--- src/rtl/tmr_pkg.sv ---
package tmr_pkg;
    localparam int TMR_VECTORS = 256;
    localparam int TMR_VEC_W   = $clog2(TMR_VECTORS);
    localparam int DBG_WORD_W  = 32;
    localparam int DBG_WORDS   = TMR_VECTORS / DBG_WORD_W;
    localparam int DBG_SEL_W   = $clog2(DBG_WORDS);
    localparam int EOI_QDEPTH  = 4;

    typedef struct packed {
        logic                 valid;
        logic [TMR_VEC_W-1:0] vector;
        logic                 level;
    } accept_t;

    typedef struct packed {
        logic                 valid;
        logic [TMR_VEC_W-1:0] vector;
    } eoi_t;
endpackage

--- src/rtl/tmr_bank.sv ---
module tmr_bank
    import tmr_pkg::*;
#(
    parameter int NUM_VEC = TMR_VECTORS,
    parameter int VEC_W   = $clog2(NUM_VEC)
) (
    input  logic               clk,
    input  logic               rst,
    input  accept_t            acc,
    input  logic [VEC_W-1:0]   look_vector,
    output logic               look_bit,
    output logic [NUM_VEC-1:0] bits
);
    logic [NUM_VEC-1:0] bits_q;

    always_ff @(posedge clk) begin
        if (rst) begin
            bits_q <= '0;
        end else if (acc.valid) begin
            bits_q[acc.vector] <= acc.level;
        end
    end

    // Lookup sees the value before any same-cycle update.
    assign look_bit = bits_q[look_vector];
    assign bits     = bits_q;
endmodule

--- src/rtl/tmr_dbg_mux.sv ---
module tmr_dbg_mux #(
    parameter int NUM_VEC = 256,
    parameter int WORD_W  = 32,
    parameter int SEL_W   = $clog2(NUM_VEC / WORD_W)
) (
    input  logic [NUM_VEC-1:0] bits,
    input  logic [SEL_W-1:0]   sel,
    output logic [WORD_W-1:0]  word
);
    localparam int WORDS = NUM_VEC / WORD_W;

    logic [WORD_W-1:0] slice [WORDS];

    for (genvar w = 0; w < WORDS; w++) begin : g_slice
        assign slice[w] = bits[w*WORD_W +: WORD_W];
    end

    assign word = slice[sel];
endmodule

--- src/rtl/eoi_fifo.sv ---
module eoi_fifo #(
    parameter int DEPTH = 4,
    parameter int DW    = 8
) (
    input  logic          clk,
    input  logic          rst,
    input  logic          push,
    input  logic [DW-1:0] push_data,
    output logic          out_valid,
    output logic [DW-1:0] out_data,
    input  logic          out_ready
);
    localparam int PTR_W = (DEPTH > 1) ? $clog2(DEPTH) : 1;
    localparam int CNT_W = $clog2(DEPTH + 1);
    localparam logic [PTR_W-1:0] LAST = PTR_W'(DEPTH - 1);

    logic [DW-1:0]    mem [DEPTH];
    logic [PTR_W-1:0] wr_q, rd_q;
    logic [CNT_W-1:0] count_q;
    logic             do_pop, do_push;

    assign out_valid = (count_q != '0);
    assign out_data  = mem[rd_q];
    assign do_pop    = out_valid && out_ready;
    assign do_push   = push && ((count_q != CNT_W'(DEPTH)) || do_pop);

    always_ff @(posedge clk) begin
        if (rst) begin
            wr_q    <= '0;
            rd_q    <= '0;
            count_q <= '0;
        end else begin
            if (do_push) begin
                mem[wr_q] <= push_data;
                wr_q      <= (wr_q == LAST) ? '0 : wr_q + 1'b1;
            end
            if (do_pop) begin
                rd_q <= (rd_q == LAST) ? '0 : rd_q + 1'b1;
            end
            case ({do_push, do_pop})
                2'b10:   count_q <= count_q + 1'b1;
                2'b01:   count_q <= count_q - 1'b1;
                default: count_q <= count_q;
            endcase
        end
    end
endmodule

--- src/rtl/tmr_eoi_tracker.sv ---
module tmr_eoi_tracker
    import tmr_pkg::*;
#(
    parameter int NUM_VEC = TMR_VECTORS,
    parameter int VEC_W   = $clog2(NUM_VEC),
    parameter int WORD_W  = DBG_WORD_W,
    parameter int SEL_W   = $clog2(NUM_VEC / WORD_W),
    parameter int QDEPTH  = EOI_QDEPTH
) (
    input  logic              clk,
    input  logic              rst,
    input  logic              acc_valid,
    input  logic [VEC_W-1:0]  acc_vector,
    input  logic              acc_level,
    input  logic              eoi_strobe,
    input  logic [VEC_W-1:0]  eoi_vector,
    output logic              msg_valid,
    output logic [VEC_W-1:0]  msg_vector,
    input  logic              msg_ready,
    input  logic [SEL_W-1:0]  dbg_sel,
    output logic [WORD_W-1:0] dbg_word
);
    accept_t            acc;
    eoi_t               eoi;
    logic               eoi_level;
    logic [NUM_VEC-1:0] tmr_bits;

    assign acc = '{valid: acc_valid, vector: acc_vector, level: acc_level};
    assign eoi = '{valid: eoi_strobe, vector: eoi_vector};

    tmr_bank #(.NUM_VEC(NUM_VEC), .VEC_W(VEC_W)) u_bank (
        .clk         (clk),
        .rst         (rst),
        .acc         (acc),
        .look_vector (eoi.vector),
        .look_bit    (eoi_level),
        .bits        (tmr_bits)
    );

    eoi_fifo #(.DEPTH(QDEPTH), .DW(VEC_W)) u_fifo (
        .clk       (clk),
        .rst       (rst),
        .push      (eoi.valid && eoi_level),
        .push_data (eoi.vector),
        .out_valid (msg_valid),
        .out_data  (msg_vector),
        .out_ready (msg_ready)
    );

    tmr_dbg_mux #(.NUM_VEC(NUM_VEC), .WORD_W(WORD_W), .SEL_W(SEL_W)) u_dbg (
        .bits (tmr_bits),
        .sel  (dbg_sel),
        .word (dbg_word)
    );
endmodule

--- config.mk ---
export PLATFORM = sky130hd
export DESIGN_NAME = tmr_eoi_tracker
export DESIGN_NICKNAME = d
export VERILOG_FILES = /design/src/rtl/tmr_pkg.sv /design/src/rtl/tmr_bank.sv /design/src/rtl/tmr_dbg_mux.sv /design/src/rtl/eoi_fifo.sv /design/src/rtl/tmr_eoi_tracker.sv
export SDC_FILE = /design/constraint.sdc
export NUM_CORES = 1
export LEC_CHECK = 0
export BUFFER_PORTS_ARGS = -buffer_cell sky130_fd_sc_hd__buf_4
export CAP_MARGIN = 20
export CELL_PAD_IN_SITES_DETAIL_PLACEMENT = 1
export CELL_PAD_IN_SITES_GLOBAL_PLACEMENT = 1
export CORE_MARGIN = 2
export CORE_UTILIZATION = 30
export DETAILED_ROUTE_END_ITERATION = 8
export PLACE_DENSITY = 0.54
export SYNTH_ARGS = -nofsm -noshare
export SYNTH_HDL_FRONTEND = slang
export SYNTH_HIERARCHICAL = 1
export SYNTH_SLANG_ARGS = --single-unit
--- constraint.sdc ---
create_clock -name clk -period 4.3 [get_ports clk]
set_input_delay 0.43 -clock clk [delete_from_list [all_inputs] [get_ports clk]]
set_output_delay 0.43 -clock clk [all_outputs]
set_load 0.01 [all_outputs]
## Word-level counts from Yosys, hierarchy flattened

Memory sizes are Yosys's and may differ from the RTL's. A register that Yosys moved wholly into a read port is not among the register bits.
Cells that the tools add are included.

- $add $sub $neg: 4
- Multiplexer cells: 16
- Reduce and logical (&&, ||, !) cells: 7
- Magnitude comparators: 4
- Equality and inequality tests: 5
- Bitwise gates (word level): 1

Operators by type and width:

| cell | count |
|---|---|
| bitwise mux 256 bit | 1 |
| binary-select mux 32 bit (select 3 bit) | 1 |
| two-way mux 32 bit | 2 |
| < comparator 8 x 9 -> 1 bit, second input constant | 2 |
| binary-select mux 1 bit (select 8 bit) | 1 |
| demux 1 bit (select 8 bit) | 1 |
| >= comparator 8 x 1 -> 1 bit, second input constant | 1 |
| two-way mux 2 bit | 4 |
| == test 2 bit, second input constant | 3 |
| one-hot mux 3 bit (2 select lines) | 1 |
| two-way mux 1 bit | 5 |
| adder 2 x 1 -> 2 bit, second input constant | 2 |
| >= comparator 4 bit, second input constant | 1 |
| logical AND 1 bit | 4 |
| NOT 3 -> 4 bit | 1 |
| adder 3 x 1 -> 3 bit, second input constant | 1 |
| != test 3 bit, second input constant | 1 |
| nonzero test 3 bit | 1 |
| subtractor 3 x 1 -> 3 bit, second input constant | 1 |
| == test 2 x 1 -> 1 bit, second input constant | 1 |
| nonzero test 2 bit | 1 |
| logical OR 1 bit | 1 |

- Logic and storage cells: 42
- Bits of input ports: 25
- Bits in writable memories: 32
- Memories kept: 1
- Bits in registers: 263

Memory list:

| name | words | width | rd ports | clocked after memory_dff | wr ports | RTL line | text |
|---|---|---|---|---|---|---|---|
| u_fifo.mem | 4 | 8 | 1 | 1 | 1 | eoi_fifo.sv:17 | `logic [DW-1:0] mem [DEPTH];` |

## Logic depth before layout (Yosys ltp)

Gate-level depths: netlist of the first run.

- Depth after elaboration: 7
- Gate-level depth with buffers: 18
- Gate-level depth less buffers: 14

## Modules after synthesis

Netlist of the first run, hierarchy kept.

By module, submodules not included:

| module | seq. area each (sq um) | cells an instance | instances | area an instance (sq um) |
|---|---|---|---|---|
| tmr_bank | 5124.9 | 1499 | 1 | 12393.1 |
| tmr_dbg_mux | 0.0 | 114 | 1 | 2073.2 |
| eoi_fifo | 1141.1 | 106 | 1 | 1706.6 |
| tmr_eoi_tracker | 0.0 | 1 | 1 | 6.3 |

## Worst setup path before layout of the first run

No wires, ideal clock.

- Path kind: input to register
- Start point: input port eoi_vector[1]
- End point: register u_fifo.count_q[2]
- Arrival time: 3.161 ns
- Stages on the path: 14
- Buffers on the path: 2
- Slack: 1.010 ns
- Data required time: 4.172 ns
- Cell sequence: buf_6 > mux4_2 > o21ai_0 > nand3_1 > a32o_1 > o41a_1 > and2_1 > buf_2 > or2_2 > fa_1 > nor2b_1 > nand2b_1 > nand3_1 > a31oi_1

- Word-level cells in the longest chain between the ends: 6

RTL lines:

| item | RTL line | text |
|---|---|---|
| start: declaration | tmr_eoi_tracker.sv:16 | `input logic [VEC_W-1:0] eoi_vector,` |
| binary-select mux 1 bit (select 8 bit) * | tmr_bank.sv:25 | `assign look_bit = bits_q[look_vector];` |
| two-way mux 1 bit (not written as such) * | tmr_bank.sv:25 |  |
| net eoi_level | tmr_eoi_tracker.sv:25 | `logic eoi_level;` |
| logical AND 1 bit * | tmr_eoi_tracker.sv:43 | `.push (eoi.valid && eoi_level),` |
| logical AND 1 bit * | eoi_fifo.sv:25 | `assign do_push = push && ((count_q != CNT_W'(DEPTH)) \|\| do_pop);` |
| == test 2 x 1 -> 1 bit or == test 2 bit (tied branches) | eoi_fifo.sv:40 | `case ({do_push, do_pop})` |
| one-hot mux 3 bit (2 select lines) or nonzero test 2 bit (tied branches) | n/a |  |
| end signal: assignment | eoi_fifo.sv:41 | `2'b10: count_q <= count_q + 1'b1;` |
| end signal: assignment | eoi_fifo.sv:42 | `2'b01: count_q <= count_q - 1'b1;` |
| end signal: assignment | eoi_fifo.sv:43 | `default: count_q <= count_q;` |
| end: declaration | eoi_fifo.sv:19 | `logic [CNT_W-1:0] count_q;` |

The timed path passes the listed nets; every way through them passes the cells marked *. The select of a mux whose other input is x is not followed.
A chain may end at the register's enable or synchronous reset.

## Final worst setup path of the first run

- Start point: input port eoi_vector[0]
- End point: register u_fifo.count_q[2]

The elaborated chain is that of the path after synthesis.

==> impl_metrics.json, run 1 <==
{
  "status": "completed",
  "synth_top_family_by_area": "multiplexers",
  "cpMaxStageDelayCell": "mux4_2",
  "rsz0062_at_grt": "no",
  "p_total_mw": 6.51,
  "fin_skew_ns": 0.0186,
  "wl_met2_um": 30600,
  "synth_top_area_frac": 0.328,
  "drive_above_1_share": 0.159,
  "fp.dieArea_um2": 55800,
  "drc": 0,
  "cp_slowest_stage_delay_ns": 0.56,
  "crit_path_start_kind": "input port",
  "path_max_fanout": 28,
  "firstDrtPassIters": 4,
  "slew_headroom": 0.232,
  "cts_sinks": 297,
  "cpMostUsedCell": "buf_4",
  "seq_area_frac_synth": 0.387,
  "p_int_mw": 4.81,
  "setup_viol": 0,
  "switching_share": 0.261,
  "overflow": 0,
  "route.vias.total": 14300,
  "synth_edf_count": 32,
  "ctsHoldBuffers": 0,
  "place.gp.congestion": 0.856,
  "synth-compound-area-share": 0.171,
  "grt_pass1_wl_um": 98400,
  "synth_fa_ha_area_frac": 0.00510,
  "dieWidth_um": 236,
  "setup_ws_ns": 0.854,
  "timing.rr.start": "u_bank/bits[98]",
  "cts_root_buf": "clkbuf_16",
  "wl_met1_um": 30600,
  "path_class": "input port to register",
  "viasPerCell": 5.99,
  "grt_max_degree": 141,
  "timing.fmax_mhz": 290,
  "clk_pin_slew_worst_paths_ns": 0.06,
  "ys_warn_count": 6,
  "vdd_ir_drop_max_uv": 207,
  "ys_dominant_reg_cell": "dfxtp_1",
  "min_from": "eoi_vector[7]",
  "area_delta_synth_final_pct": 12.7,
  "p_leak_nw": 6.19,
  "clk_latency_ns": 0.57,
  "clkPwrFrac": 0.483,
  "hold_class": "input port to register",
  "dieHeight_um": 236,
  "ys_top_cells_by_area": "dfxtp_1 (33%), mux4_2 (8.4%), nand3_1 (8.3%)",
  "ios": 66,
  "hold-path-cell-count": 1,
  "rows": 85,
  "antenna_found_initial": 0,
  "power.density_nw_per_um2": 357,
  "met3WireLength_um": 2970,
  "drv_cap": 0,
  "p_comb_frac": 0.083,
  "grt_pass1_vias": 14400,
  "cts.htree.levels": 2,
  "ys_ff_latch": 297,
  "period_minus_slack_ns": 3.45,
  "slew_violations": 0,
  "yosys.area.top_type": "dfxtp_1",
  "n_antenna_cell": 0,
  "cp_top_family": "simple AND/OR/NAND/NOR gates",
  "track_usage": 0.233,
  "maxUsedRoutingLayer": "met4",
  "required_ns": 4.70,
  "synthArstFlopShare": 0,
  "cts_tree": "built",
  "numCtsBuffers": 37,
  "switchingPower_mw": 1.70,
  "tns_ns": 0,
  "crit_start": "eoi_vector[0]",
  "crit_chain": "buf_4 -> buf_4 -> mux4_2 -> o22ai_1 -> nor4b_1 -> o31ai_1 -> nand4_1 -> o41a_1 -> and2_1 -> or2_2 -> fa_1 -> nor2b_1 -> nand2b_1 -> nand3_1 -> a31oi_1",
  "worstMarginPinSlew_ns": 1.15,
  "critPathArrivalTime_ns": 3.84,
  "pwr-share-seq": 0.434,
  "syn_nets": 1751,
  "finalCritPeriodShare": 0.801,
  "critical_path.endpoint_type": "register",
  "cts_setup_buffers": 0,
  "fin_util": 0.340,
  "syn_area_per_cell_um2": 9.41,
  "dr.first_iter.drc_count": 1154,
  "synth_xor_xnor_area_share": 0.00108,
  "synthMuxAreaShare": 0.240,
  "synthSimpleGateAreaFrac": 0.137,
  "detail-route-antenna-nets": 0,
  "start_util": 0.302,
  "final_hold_viol_count": 0,
  "wl_um": 66100,
  "crit_cells": 15,
  "coreArea_um2": 53600,
  "clockBufferDepth": 3,
  "synthCells": 1720,
  "r2r_cells": 12,
  "path_buf_inv": 2,
  "num-nets-final": 1694,
  "wl_per_cell_um": 27.7,
  "place_hpwl_um": 44100,
  "ys_types": 54,
  "cts.repair.resized": 0,
  "hold_slack_ns": 0.125,
  "synth.cell_area_um2": 16200,
  "io_buffers": 65,
  "pre_cts_ws_ns": 0.294
}
## state kept, by name (all words and copies together) (netlist names), named ones only
signal          flops
u_bank/bits       256
u_fifo/count_q      3
u_fifo/mem         32
u_fifo/rd_q         2
u_fifo/wr_q         2
## per-layer routing
metal,vias to the layer above,track usage
li1,6354,-
met2,400,0.372
met3,90,0.0316
met1,7447,0.326
met5,-,0
met4,0,0.0736
## final timing paths
| kind | to | slack, ns |
|---|---|---|
| worst max-delay path | u_fifo/count_q[2] | 0.85 |
| worst min-delay path | u_fifo/mem[0][7] | 0.13 |
| worst max register to register | u_fifo/count_q[2] | 0.86 |
| worst min register to register | u_bank/bits[69] | 0.50 |
## cells by family (layout without fill, tap and decap cells)
| logic type | count (synthesis) | in the layout |
|---|---|---|
| mux | 239 | 239 |
| compound gates | 521 | 521 |
| fa+ha+maj | 6 | 6 |
| buf+inv | 206 | 175 |
| simple gates | 449 | 449 |
| xor+xnor | 2 | 2 |
| flops | 297 | 297 |
## per-stage QoR
step           area, um2  instances
5_1_grt            18200       2385
4_1_cts            18200       2384
3_3_place_gp       17000       2317
3_5_place_dp       17000       2319
2_1_floorplan      16200       1720
6_report           18200       2385
## Yosys cell counts (3+ instances only)
cell type  count
nand3_1      267
dfxtp_1      265
o21ai_0      233
a21oi_1      230
clkbuf_1     147
mux2i_1      104
nor2_1        70
mux4_2        60
mux4_1        43
nand2_1       37
edfxtp_1      32
mux2_2        32
o22ai_1       27
buf_2         17
and3_1        16
buf_6         14
buf_1         13
nor2b_1       13
nor3_1        13
a221oi_1       9
and2_1         8
inv_1          7
buf_4          6
nand2b_1       6
ha_1           5
nor4_1         4
o21ai_1        3
or2_2          3
## layout make-up
| class | instances | area (um2) |
|---|---|---|
| fillers | 6073 | 35400 |
| multi-input cells | 1217 | 9040 |
| flip-flops and latches | 297 | 6270 |
| clock buffers | 51 | 1020 |
| well taps | 696 | 871 |
| repair buffers | 103 | 848 |
| clock inverters | 14 | 170 |
| inverters | 7 | 26.3 |
## placed cells by master (no fill, tap or decap), drive strengths merged, types with 3 or more instances in the layout
cell / count
o41ai: 3
clkbuf: 52
a211oi: 3
ha: 5
o22ai: 27
nand3b: 3
inv: 8
dfxtp: 265
or2: 3
nand2b: 6
nor3: 13
bufinv: 3
mux4: 103
a21oi: 230
nor2: 70
nand2: 37
a221oi: 10
nor4: 4
and2: 8
buf: 102
nand3: 267
mux2: 32
o21ai: 236
edfxtp: 32
nor2b: 13
mux2i: 104
and3: 16
clkinv: 8
## power groups by stage
stage | sequential [mW] | clock [mW] | combinational, mW
finish | 2.83 | 3.15 | 0.540
global route | 2.83 | 3.32 | 0.571
CTS | 2.83 | 3.22 | 0.538
detailed placement | 2.89 | 0 | 0.538
global placement | 2.89 | 0 | 0.532
floorplan | 2.88 | 0 | 0.352
Power figures use the tool's default switching activity.
==> inputs of run 2 (changes only) <==
ABC_AREA = 1   (was unset)
PLACE_DENSITY = 0.58   (was 0.54)
clock period = 3.3 ns   (was 4.3 ns; I/O delays follow)
==> run 2 against run 1 <==
Net effect: die area increased by 11%; worst hold slack got worse by 0.053 ns; flip-flop and latch count unchanged; synthesized area increased by 12%; setup slack got worse by 0.26 ns; critical endpoint is now u_fifo/mem[0][5]; largest cell class unchanged; largest power group unchanged.
==> impl_metrics.json, run 2 <==
{
  "tns_ns": 0,
  "power.density_nw_per_um2": 468,
  "cp_top_family": "simple AND/OR/NAND/NOR gates",
  "route.vias.total": 20100,
  "viasPerCell": 5.55,
  "netlist_top_cells_count": "nand2_1 (694), nand3_1 (477), nor3_1 (312), inv_1 (307), dfxtp_1 (265)",
  "synth_top_area_frac": 0.294,
  "period_minus_slack_ns": 2.71,
  "setup_viol": 0,
  "final_hold_viol_count": 0,
  "crit_chain": "nand2_1 -> nand3_1 -> nand3_1 -> nand3_1 -> nand3_1 -> buf_12 -> nand2_1 -> nand2_1 -> nand3_1 -> nand3_1 -> nand2_1 -> nand2_1 -> inv_1 -> buf_4 -> o21ai_4 -> or2_4 -> nor2_2 -> buf_4",
  "synthCells": 2850,
  "fp.dieArea_um2": 62100,
  "rows": 89,
  "synth_edf_count": 32,
  "coreArea_um2": 59200,
  "timing.rr.start": "u_bank/bits[181]",
  "wl_um": 90700,
  "seq_area_frac_synth": 0.347,
  "timing.fmax_mhz": 369,
  "rsz0062_at_grt": "no",
  "start_util": 0.305,
  "drc": 0,
  "cpMaxStageDelayCell": "dfxtp_1",
  "numCtsBuffers": 39,
  "clockBufferDepth": 3,
  "mostFrequentLayoutCells": "nand2_1 (694), nand3_1 (477), nor3_1 (312), inv_1 (306), dfxtp_1 (265)",
  "min_to": "u_fifo/mem[3][7]",
  "slew_violations": 0,
  "crit_start": "u_bank/bits[181]",
  "synthArstFlopShare": 0,
  "antenna_found_initial": 3,
  "status": "completed",
  "ios": 66,
  "crit_path_start_kind": "register",
  "path_buf_inv": 4,
  "cts_root_buf": "clkbuf_16",
  "wl_per_cell_um": 25.1,
  "crit_cells": 18,
  "cts_setup_buffers": 0,
  "detail-route-antenna-nets": 0,
  "yosys.area.top_type": "dfxtp_1",
  "cts.repair.resized": 0,
  "critical_path.endpoint_type": "register",
  "largest_reg_flops": 256,
  "area_delta_synth_final_pct": 13.4,
  "p_leak_nw": 7.43,
  "synth.cell_area_um2": 18000,
  "grt_pass1_wl_um": 134000,
  "num-nets-final": 2843,
  "place.gp.congestion": 0.858,
  "io_buffers": 65,
  "dr.first_iter.drc_count": 1732,
  "overflow": 0,
  "regToRegEndpoint": "u_fifo/mem[0][5]",
  "min_from": "eoi_vector[7]",
  "finalCritPeriodShare": 0.820,
  "place_hpwl_um": 57700,
  "ys_dominant_reg_cell": "dfxtp_1",
  "syn_nets": 2881,
  "clk_latency_ns": 0.57,
  "hold_slack_ns": 0.0715,
  "cp_slowest_stage_delay_ns": 0.39,
  "cts.htree.levels": 2,
  "ys_warn_count": 6,
  "dieHeight_um": 249,
  "ys_ff_latch": 297,
  "final_common_cell": "nand2_1",
  "drv_cap": 0,
  "hold_class": "input port to register",
  "hold-path-cell-count": 1,
  "grt_max_degree": 129,
  "cts_tree": "built",
  "grt_pass1_vias": 19900,
  "path_max_fanout": 8,
  "vdd_ir_drop_max_uv": 282,
  "track_usage": 0.286,
  "cpMostUsedCell": "nand3_1",
  "fin_skew_ns": 0.0145,
  "cts_sinks": 297,
  "ctsHoldBuffers": 0,
  "firstDrtPassIters": 6,
  "drive_above_1_share": 0.106,
  "path_class": "register to register",
  "ys_top_cells_by_area": "dfxtp_1 (29%), nand2_1 (14%), nand3_1 (13%)",
  "ys_types": 29,
  "required_ns": 3.57,
  "slew_headroom": 0.226,
  "worstMarginPinSlew_ns": 1.16,
  "clk_pin_slew_worst_paths_ns": 0.06,
  "r2r_setup_slack_ns": 0.59,
  "yosysMostFrequentCell": "nand2_1",
  "syn_area_per_cell_um2": 6.33,
  "critPathArrivalTime_ns": 2.98,
  "r2r_cells": 18,
  "dieWidth_um": 249
}
run 2: worst max path at each step:
stage	endpoint	slack [ns]
2_1_floorplan	u_fifo/mem[3][0]	0.83
3_5_place_dp	u_fifo/mem[3][6]	0.07
3_3_place_gp	u_fifo/mem[3][3]	0.12
6_report	u_fifo/mem[0][5]	0.59
5_1_grt	u_fifo/mem[2][4]	0.38
4_1_cts	u_fifo/mem[0][5]	0.61
run 2: cells by family after synthesis:
family | share of synthesized area
DFF | 0.347
AOI/OAI and AO/OA | 0.111
buffers and inverters | 0.138
and+or+nand+nor | 0.400
adders and majority gates | 0.00458
run 2: where the power goes:
group	total (mW)	internal (mW)	switching, mW	leakage (nW)
Combinational	1.55	0.452	1.10	4.41
Clock	4.29	2.49	1.81	0.596
Sequential	3.74	3.69	0.0534	2.42
run 2: metal layers:
metal  vias to the layer above  part of all wire  global-route usage
li1                       9224                 -                   -
met1                      9954              0.45               0.398
met2                       729              0.44               0.449
met3                       148             0.073              0.0471
met4                         2             0.031              0.0916
met5                         -           0.00013                   0
run 2: stage by stage:
step | utilization | std cells | setup slack, ns | power, mW | cell area, um2
after CTS | 0.345 | 3613 | 0.614 | 9.66 | 20500
final | 0.345 | 3614 | 0.592 | 9.59 | 20500
after global placement | 0.324 | 3544 | 0.118 | 5.32 | 19200
after detailed placement | 0.324 | 3544 | 0.0734 | 5.36 | 19200
after floorplan | - | 2850 | 0.834 | 4.69 | 18000
after global routing | 0.345 | 3613 | 0.378 | 9.92 | 20500
run 2: cell type report:
class	count	area (um2)
diodes	1	2.50
clock buffers	57	1100
clock inverters	12	136
fillers	7567	38800
inverters	352	1330
multi-input cells	1978	9300
flip-flops and latches	297	6270
well taps	773	967
repair buffers	144	1370
